### config.mk
export PLATFORM = sky130hd
export DESIGN_NAME = ts16_sig_mux
export DESIGN_NICKNAME = d
export VERILOG_FILES = /design/src/rtl/ts16_mux_pkg.sv /design/src/rtl/ts16_rst_sync.sv /design/src/rtl/ts16_mf_counter.sv /design/src/rtl/ts16_ctl_bank.sv /design/src/rtl/ts16_slot_sel.sv /design/src/rtl/ts16_sig_mux.sv
export SDC_FILE = /design/constraint.sdc
export NUM_CORES = 1
export LEC_CHECK = 0
export BUFFER_PORTS_ARGS = -buffer_cell sky130_fd_sc_hd__buf_2
export CORE_UTILIZATION = 25
export CTS_CLUSTER_DIAMETER = 30
export DETAILED_ROUTE_END_ITERATION = 6
export PLACE_DENSITY = 0.5
export SLEW_MARGIN = 20
export SYNTH_ARGS = -nofsm -noshare
export SYNTH_HDL_FRONTEND = slang
export SYNTH_SLANG_ARGS = --single-unit
export TNS_END_PERCENT = 100
### constraint.sdc
create_clock -name clk -period 10.5 [get_ports clk]
set_clock_uncertainty 0.1 [all_clocks]
set_input_delay 0.525 -clock clk [delete_from_list [all_inputs] [get_ports clk]]
set_output_delay 0.525 -clock clk [all_outputs]
set_load 0.05 [all_outputs]
### src/rtl/ts16_mux_pkg.sv
package ts16_mux_pkg;

  typedef logic [7:0] octet_t;

  typedef enum logic [2:0] {
    ROLE_MFAS,
    ROLE_SIG,
    ROLE_FAS,
    ROLE_NFAS,
    ROLE_MCW,
    ROLE_SPARE
  } slot_role_e;

  // Role of a control slot for a multiframe of 'frames' frames.
  function automatic slot_role_e role_of(input int unsigned idx,
                                         input int unsigned frames);
    slot_role_e r;
    if (idx == 0)                 r = ROLE_MFAS;
    else if (idx < frames)        r = ROLE_SIG;
    else if (idx == frames)       r = ROLE_FAS;
    else if (idx == frames + 1)   r = ROLE_NFAS;
    else if (idx == frames + 2)   r = ROLE_MCW;
    else                          r = ROLE_SPARE;
    return r;
  endfunction

endpackage

### src/rtl/ts16_rst_sync.sv
module ts16_rst_sync #(
  parameter int unsigned STAGES = 2
) (
  input  logic clk,
  input  logic rst_n,
  output logic rst_n_sync
);
  logic [STAGES-1:0] sr_q;
  logic [STAGES-1:0] sr_d;

  always_comb begin
    sr_d = {sr_q[STAGES-2:0], 1'b1};
  end

  always_ff @(posedge clk or negedge rst_n) begin
    if (!rst_n) sr_q <= '0;
    else        sr_q <= sr_d;
  end

  assign rst_n_sync = sr_q[STAGES-1];
endmodule

### src/rtl/ts16_mf_counter.sv
module ts16_mf_counter #(
  parameter int unsigned MF_FRAMES = 16,
  localparam int unsigned CNT_W = $clog2(MF_FRAMES)
) (
  input  logic             clk,
  input  logic             rst_n,
  input  logic             frm_pulse,
  output logic [CNT_W-1:0] cnt_q,
  output logic             wrap
);
  localparam logic [CNT_W-1:0] LAST = CNT_W'(MF_FRAMES - 1);

  logic [CNT_W-1:0] cnt_d;

  assign wrap = frm_pulse && (cnt_q == LAST);

  always_comb begin
    cnt_d = cnt_q;
    if (frm_pulse) begin
      if (cnt_q == LAST) cnt_d = '0;
      else               cnt_d = cnt_q + 1'b1;
    end
  end

  always_ff @(posedge clk or negedge rst_n) begin
    if (!rst_n) cnt_q <= '0;
    else        cnt_q <= cnt_d;
  end
endmodule

### src/rtl/ts16_ctl_bank.sv
module ts16_ctl_bank
  import ts16_mux_pkg::*;
#(
  parameter int unsigned HELD   = 19,
  parameter int unsigned SLOT_W = 5
) (
  input  logic                 clk,
  input  logic                 rst_n,
  input  logic                 wr_en,
  input  logic [SLOT_W-1:0]    wr_slot,
  input  octet_t               wr_byte,
  input  logic                 xfer,
  output octet_t [HELD-1:0]    act_q
);
  for (genvar i = 0; i < HELD; i++) begin : g_ent
    octet_t sh_q, sh_d;
    octet_t ac_q, ac_d;
    logic   sel;

    assign sel = wr_en && (wr_slot == SLOT_W'(i));

    always_comb begin
      sh_d = sh_q;
      if (sel) sh_d = wr_byte;
    end

    always_comb begin
      ac_d = ac_q;
      if (xfer) ac_d = sh_q;
    end

    always_ff @(posedge clk or negedge rst_n) begin
      if (!rst_n) begin
        sh_q <= '0;
        ac_q <= '0;
      end else begin
        sh_q <= sh_d;
        ac_q <= ac_d;
      end
    end

    assign act_q[i] = ac_q;
  end
endmodule

### src/rtl/ts16_slot_sel.sv
module ts16_slot_sel
  import ts16_mux_pkg::*;
#(
  parameter int unsigned HELD  = 19,
  parameter int unsigned CNT_W = 4
) (
  input  octet_t [HELD-1:0] act,
  input  logic [CNT_W-1:0]  frame,
  output octet_t            ts16
);
  localparam int unsigned IDX_W = $clog2(HELD);

  always_comb begin
    if (frame == '0) ts16 = {4'b0000, act[0][3:0]};
    else             ts16 = act[IDX_W'(frame)];
  end
endmodule

### src/rtl/ts16_sig_mux.sv
module ts16_sig_mux
  import ts16_mux_pkg::*;
#(
  parameter int unsigned CTL_SLOTS = 32,
  parameter int unsigned MF_FRAMES = 16,
  localparam int unsigned SLOT_W = $clog2(CTL_SLOTS),
  localparam int unsigned CNT_W  = $clog2(MF_FRAMES)
) (
  input  logic              clk,
  input  logic              rst_n,
  input  logic              frm_pulse,
  input  logic              ctl_valid,
  input  logic [SLOT_W-1:0] ctl_slot,
  input  logic [7:0]        ctl_byte,
  output logic [CNT_W-1:0]  mf_index,
  output logic [7:0]        ts16_byte,
  output logic [7:0]        fas_byte,
  output logic [7:0]        nfas_byte,
  output logic [7:0]        mcw3_byte
);
  localparam int unsigned HELD     = MF_FRAMES + 3;
  localparam int unsigned FAS_IDX  = MF_FRAMES;
  localparam int unsigned NFAS_IDX = MF_FRAMES + 1;
  localparam int unsigned MCW_IDX  = MF_FRAMES + 2;

  logic              rst_sync_n;
  logic              mf_wrap;
  logic              wr_ok;
  octet_t [HELD-1:0] act;

  ts16_rst_sync #(.STAGES(2)) u_rst (
    .clk        (clk),
    .rst_n      (rst_n),
    .rst_n_sync (rst_sync_n)
  );

  ts16_mf_counter #(.MF_FRAMES(MF_FRAMES)) u_cnt (
    .clk       (clk),
    .rst_n     (rst_sync_n),
    .frm_pulse (frm_pulse),
    .cnt_q     (mf_index),
    .wrap      (mf_wrap)
  );

  always_comb begin
    wr_ok = ctl_valid && (role_of(int'(ctl_slot), MF_FRAMES) != ROLE_SPARE);
  end

  ts16_ctl_bank #(.HELD(HELD), .SLOT_W(SLOT_W)) u_bank (
    .clk     (clk),
    .rst_n   (rst_sync_n),
    .wr_en   (wr_ok),
    .wr_slot (ctl_slot),
    .wr_byte (ctl_byte),
    .xfer    (mf_wrap),
    .act_q   (act)
  );

  ts16_slot_sel #(.HELD(HELD), .CNT_W(CNT_W)) u_sel (
    .act   (act),
    .frame (mf_index),
    .ts16  (ts16_byte)
  );

  assign fas_byte  = act[FAS_IDX];
  assign nfas_byte = act[NFAS_IDX];
  assign mcw3_byte = act[MCW_IDX];
endmodule

==> results of run 1 <==
==> what timing repair did <==
action	in CTS	in global routing
endpoints found under the hold margin	2	0
hold buffers	1	0
gates resized for setup	0	0
==> metal layers <==
metal | global-route usage | share of wire | vias up
met5 | 0 | 0 | -
met4 | 0.04946 | 0.024 | 0
met3 | 0.02753 | 0.033 | 63
met2 | 0.1941 | 0.49 | 116
met1 | 0.1503 | 0.45 | 3797
li1 | - | - | 3146
==> worst max-delay path: stages (launching register included) <==
cell and delay [ns]:
dfrtp_1 0.31, buf_4 0.44, inv_1 0.22, ha_1 0.25, nor2_1 0.35, a221oi_1 0.14
a21oi_1 0.33, buf_2 0.34
==> cells by family after synthesis <==
logic type,Yosys count,synth area share
DFF,310,0.5970
and+or+nand+nor,56,0.02504
adders and majority gates,2,0.001926
other,1,0.0002886
muxes,347,0.3255
AOI/OAI and AO/OA,30,0.01473
xor gates and xnor gates,1,0.0006742
buffers and inverters,79,0.03486
==> synth_stat cells (2+ instances only) <==
cell type,instances
mux2_4,16
ha_1,2
buf_1,2
o21ai_0,4
nor2_1,7
inv_1,2
nand3_1,6
buf_2,25
nand2_1,9
nand2b_1,3
nand4_1,6
buf_4,27
a22oi_1,3
a21oi_1,8
nor2_2,2
nand2_2,6
mux2i_1,16
o22ai_1,6
clkbuf_1,19
and2_1,3
a31oi_1,3
nor2b_1,9
mux2_2,289
mux4_2,25
a221oi_1,4
nand3b_1,3
buf_6,3
dfrtp_1,310
==> cell type report <==
| class | count | area (um2) |
|---|---|---|
| sequential | 310 | 7762 |
| timing repair buffer | 63 | 370.4 |
| clock inverter | 45 | 496.7 |
| tap | 680 | 850.8 |
| antenna | 1 | 2.502 |
| clock buffer | 108 | 2332 |
| multi-input combinational | 437 | 4783 |
| fill | 5036 | 34700 |
| inverter | 2 | 7.507 |
==> power by group <==
group	internal, mW	switching, mW	total [mW]	leakage (nW)
logic	0.449	0.571	1.02	2.37
clock network	1.75	0.748	2.50	1.38
registers	1.54	0.192	1.74	4.10
total	3.74	1.51	5.26	7.85
==> per-stage QoR <==
stage / instance area (um2) / cells / util / worst slack (ns) / hold slack [ns]
final: 16610 / 1646 / 0.3237 / 6.919 / 0.1702
after global routing: 16600 / 1645 / 0.3236 / 6.727 / 0.1644
after CTS: 16600 / 1645 / 0.3236 / 6.804 / 0.1408
after detailed placement: 13760 / 1491 / 0.2683 / 7.421 / 0.2141
after global placement: 13760 / 1491 / 0.2683 / 7.479 / 0.2112
after floorplan: 12990 / 826 / - / 1.121 / 0.1294
==> final timing paths <==
check,end,start,cells after the start
worst max-delay path,ts16_byte[6],u_cnt.cnt_q[1],7
min in group asynchronous,u_rst.sr_q[1],rst_n,2
worst min register to register,u_rst.sr_q[1],u_rst.sr_q[0],0
worst max register to register,u_bank.g_ent[17].ac_q[3],u_cnt.cnt_q[0],5
max in group asynchronous,u_bank.g_ent[7].sh_q[5],u_rst.sr_q[1],1
worst min-delay path,u_cnt.cnt_q[1],frm_pulse,2
==> flip-flops by register name (all words and copies together) (netlist names) <==
register and cells:
u_bank.g_ent.ac_q 152, u_bank.g_ent.sh_q 152, u_cnt.cnt_q 4, u_rst.sr_q 2
==> flow_metrics.tcl, run 1 <==
set metrics [dict create \
    status "completed" \
    finalSetupViolCount 0 \
    drt_first_pass_iters 4 \
    die_h_um 230.0 \
    drt_iter0_drc 347 \
    grt_pass1_vias 7875 \
    clock.fmax_ghz 0.2792 \
    synth_area_leaders "dfrtp_1, mux2_2, mux4_2" \
    yosysUniqueCellTypes 36 \
    cp-start-kind "flip-flop" \
    drt-total-wl_mm 30.37 \
    h-tree-depth 3 \
    dp_hpwl_mm 17.94 \
    period_needed_ns 3.581 \
    antenna_found_initial 1 \
    initial_core_util 0.2533 \
    pin_count 53 \
    yosys_register_bits 310 \
    syn_to_final_growth_pct 27.80 \
    die-area_mm2 0.05289 \
    tns_ns 0 \
    cap_violations 0 \
    slew_viol_final 0 \
    synth_top_cell_area_share 0.5970 \
    drive_gt1_frac 0.5668 \
    post_drt_wl_per_cell_um 18.45 \
    final_common_cell "dfrtp_1" \
    ys_async_sr_fraction 1.000 \
    synthesis.nets 845 \
    leakage_nw 7.846 \
    crit_type "reg -> out" \
    place_congestion 0.7042 \
    crit_fanout 32 \
    endpoint_kind "output port" \
    viasPerCell 4.327 \
    root_buffer "clkbuf_16" \
    fin_crit_sh 0.3411 \
    grt-ovfl-total 0 \
    r2r_setup_slack_ns 7.75 \
    core_area_mm2 0.05130 \
    worst_pin_slew_ns 0.9965 \
    cts-buffers-inserted 82 \
    max-slew-margin-rel 0.3357 \
    required_ns 9.88 \
    gr-usage-all-layers 0.1187 \
    cts_tree "done" \
    cts_setup_buffers 0 \
    clk_latency_ns 0.58 \
    netlist_area_mm2 0.01299 \
    layout_common_cells "dfrtp_1, mux2_2, clkbuf_16, buf_2, mux4_2" \
    vias 7122 \
    grt_pass1_wl_mm 48.08 \
    synth_edf_count 0 \
    power_density_mw_per_mm2 316.5 \
    rsz0062_at_grt "no" \
    ys_warn_count 0 \
    max-vdd-ir-drop_v 0.0001488 \
    power.total_mw 5.255 \
    clock_path_buffers 3 \
    hold_class "in -> reg" \
    clkTransAtPathRegs_ns 0.04 \
    avgSynthCellArea_um2 15.73 \
    die_x_um 230.0 \
    cts.sinks 310 \
    synth-seq-area-share 0.5970 \
    yosysTopAreaCell "dfrtp_1" \
    syn_inst 826 \
    arrival_ns 2.96 \
    yosys_most_used_dff "dfrtp_1" \
    num_rows 83 \
    hold_viol_final 0 \
    final_nets 915 \
    ant_nets 0 \
    io_buffer_count 52 \
    route.detailed.drc 0 \
    grt_max_degree 168 \
]
Power figures use the tool's default switching activity.
==> run 2, diff against run 1 <==
--- a/config.mk
+++ b/config.mk
@@ -9,7 +9,7 @@
 export CORE_UTILIZATION = 25
 export CTS_CLUSTER_DIAMETER = 30
 export DETAILED_ROUTE_END_ITERATION = 6
-export PLACE_DENSITY = 0.5
+export PLACE_DENSITY = 0.51
 export SLEW_MARGIN = 20
 export SYNTH_ARGS = -nofsm -noshare
 export SYNTH_HDL_FRONTEND = slang
==> constraint.sdc (replaced) <==
create_clock -name clk -period 3.1 [get_ports clk]
set_clock_uncertainty 0.1 [all_clocks]
set_input_delay 0.155 -clock clk [delete_from_list [all_inputs] [get_ports clk]]
set_output_delay 0.155 -clock clk [all_outputs]
set_load 0.05 [all_outputs]
==> run 2 against run 1 <==
First-iteration DRC count down 23%. Utilization up 0.13 points. Worst hold slack worse by 0.074 ns. Wire length about the same.
==> flow_metrics.tcl, run 2 (synthesis gave the netlist of run 1 again) <==
set metrics [dict create \
    dp_hpwl_mm 18.95 \
    dr.max_layer_used "met4" \
    drive_gt1_frac 0.5640 \
    place_area_mm2 0.01399 \
    cp-start-kind "flip-flop" \
    core_area_mm2 0.05130 \
    vias 7171 \
    slew_viol_final 0 \
    gr-usage-all-layers 0.1187 \
    die-area_mm2 0.05289 \
    hold_end "u_bank.g_ent[14].sh_q[7]" \
    endpoint_kind "output port" \
    finalSetupViolCount 0 \
    seq_power_share 0.336 \
    cts.sinks 310 \
    max-slew-margin-rel 0.5357 \
    cpLargestDelayFamily "buffers and inverters" \
    drt_first_pass_iters 4 \
    antenna_found_initial 0 \
    power.total_mw 17.55 \
    p_sw_mw 5.077 \
    swShare 0.2892 \
    grt_pass1_vias 7820 \
    grt_max_degree 81 \
    root_buffer "clkbuf_16" \
    cp_slowest_stage_delay_ns 0.56 \
    cts_tree "done" \
    status "completed" \
    p_comb_frac 0.208 \
    power_density_mw_per_mm2 1053 \
    clock.fmax_ghz 0.3518 \
    max-vdd-ir-drop_v 0.0006172 \
    h-tree-depth 3 \
    min_from "ctl_byte[7]" \
    grt-ovfl-total 0 \
    clock_path_buffers 3 \
    fin_area_mm2 0.01667 \
    tns_ns 0 \
    wl_met3_mm 1.291 \
    post_drt_wl_per_cell_um 18.42 \
    required_ns 2.84 \
    cap_violations 0 \
    cp.depth 5 \
    r2r_setup_slack_ns 0.76 \
    die_h_um 230.0 \
    period_needed_ns 2.843 \
    place_inst 1503 \
    pin_count 53 \
    drt-total-wl_mm 30.37 \
    die_x_um 230.0 \
    worst_pin_slew_ns 0.6943 \
    syn_to_final_growth_pct 28.30 \
    ant_nets 0 \
    path_cells "buf_4, mux4_2, a221oi_1, a21oi_1, buf_12" \
    layout_common_cells "dfrtp_1, mux2_2, clkbuf_16, buf_2, mux4_2" \
    leakage_nw 7.871 \
    final_nets 924 \
    route.detailed.drc 0 \
    min_path_cells 2 \
    holdWs_ns 0.09605 \
    viasPerCell 4.349 \
    arrival_ns 2.59 \
    clk_latency_ns 0.58 \
    grt_pass1_wl_mm 47.93 \
    r2r-end "u_bank.g_ent[9].ac_q[3]" \
    drt_iter0_drc 267 \
    cts_resized 0 \
    cp_num_buf_inv 2 \
    final_common_cell "dfrtp_1" \
    crit_fanout 20 \
    critPathSlowestCell "mux4_2" \
    m1WireLength_mm 13.37 \
    crit_type "reg -> out" \
    rsz0062_at_grt "no" \
    p_clk_frac 0.456 \
    p_int_mw 12.48 \
    fin_crit_sh 0.9170 \
    num_rows 83 \
    place_congestion 0.7536 \
    hold_class "in -> reg" \
    cts-buffers-inserted 77 \
    reg2reg_from "u_cnt.cnt_q[0]" \
    io_buffer_count 52 \
    met2_wirelength_mm 15.00 \
    initial_core_util 0.2533 \
    clkTransAtPathRegs_ns 0.05 \
    layout.cells.non_filler 1649 \
    reg_top3 "u_bank.g_ent.ac_q x152, u_bank.g_ent.sh_q x152, u_cnt.cnt_q x4" \
    rr_worst_depth 5 \
    hold_viol_final 0 \
]
[run 2: cell count changes in the layout (fill, tap and decap cells not counted), moves of 2 or more]
cell           change
clkinv_2           -5
clkinvlp_4         -4
clkbuf_16          -7
clkbuf_1           +2
buf_12            +10
buf_4              +7
dlygate4sd3_1      +2
buf_2              -5
clkinv_4           +2
[run 2: how the worst max path moves through the flow]
stage,from,end,slack [ns]
after floorplan,u_rst.sr_q[1],u_bank.g_ent[0].ac_q[0],-0.08
after global placement,u_cnt.cnt_q[0],u_bank.g_ent[14].ac_q[6],0.74
after detailed placement,u_cnt.cnt_q[0],u_bank.g_ent[1].ac_q[0],0.74
after CTS,u_cnt.cnt_q[0],ts16_byte[7],0.19
after global routing,u_cnt.cnt_q[0],ts16_byte[6],0.05
final,u_cnt.cnt_q[0],ts16_byte[6],0.26
[run 2: area by class of cell]
type,count,area (um2)
sequential,310,7762
timing repair buffer,77,618.1
antenna,1,2.502
clock inverter,40,495.5
inverter,2,7.507
tap,680,850.8
multi-input combinational,437,4783
fill,5023,34630
clock buffer,102,2151
[run 2: power by group through the flow]
stage,clock network [mW],registers [mW],logic (mW)
global placement,0,5.93,3.67
global route,8.44,6.05,3.92
detailed placement,0,5.96,3.72
CTS,8.17,5.91,3.74
finish,8.01,5.89,3.65
floorplan,0,5.78,2.83
[run 2: stage by stage]
stage,util,setup WS [ns]
detailed placement,0.2727,0.7368
global placement,0.2727,0.7350
floorplan,-,-0.08001
CTS,0.3249,0.1926
global route,0.3249,0.05369
finish,0.3250,0.2573
[run 2: per-layer routing]
layer  global-route usage  up-vias
li1                     -     3165
met1               0.1508     3811
met2               0.1952      140
met3              0.02865       55
met4              0.04387        0
met5                    0        -
[run 2: what timing repair did]
| item | CTS | global route |
|---|---|---|
| endpoints found under the hold margin | 6 | 0 |
| setup endpoints to repair | 0 | 0 |
| hold buffers | 3 | 0 |
| buffers inserted | 0 | 0 |
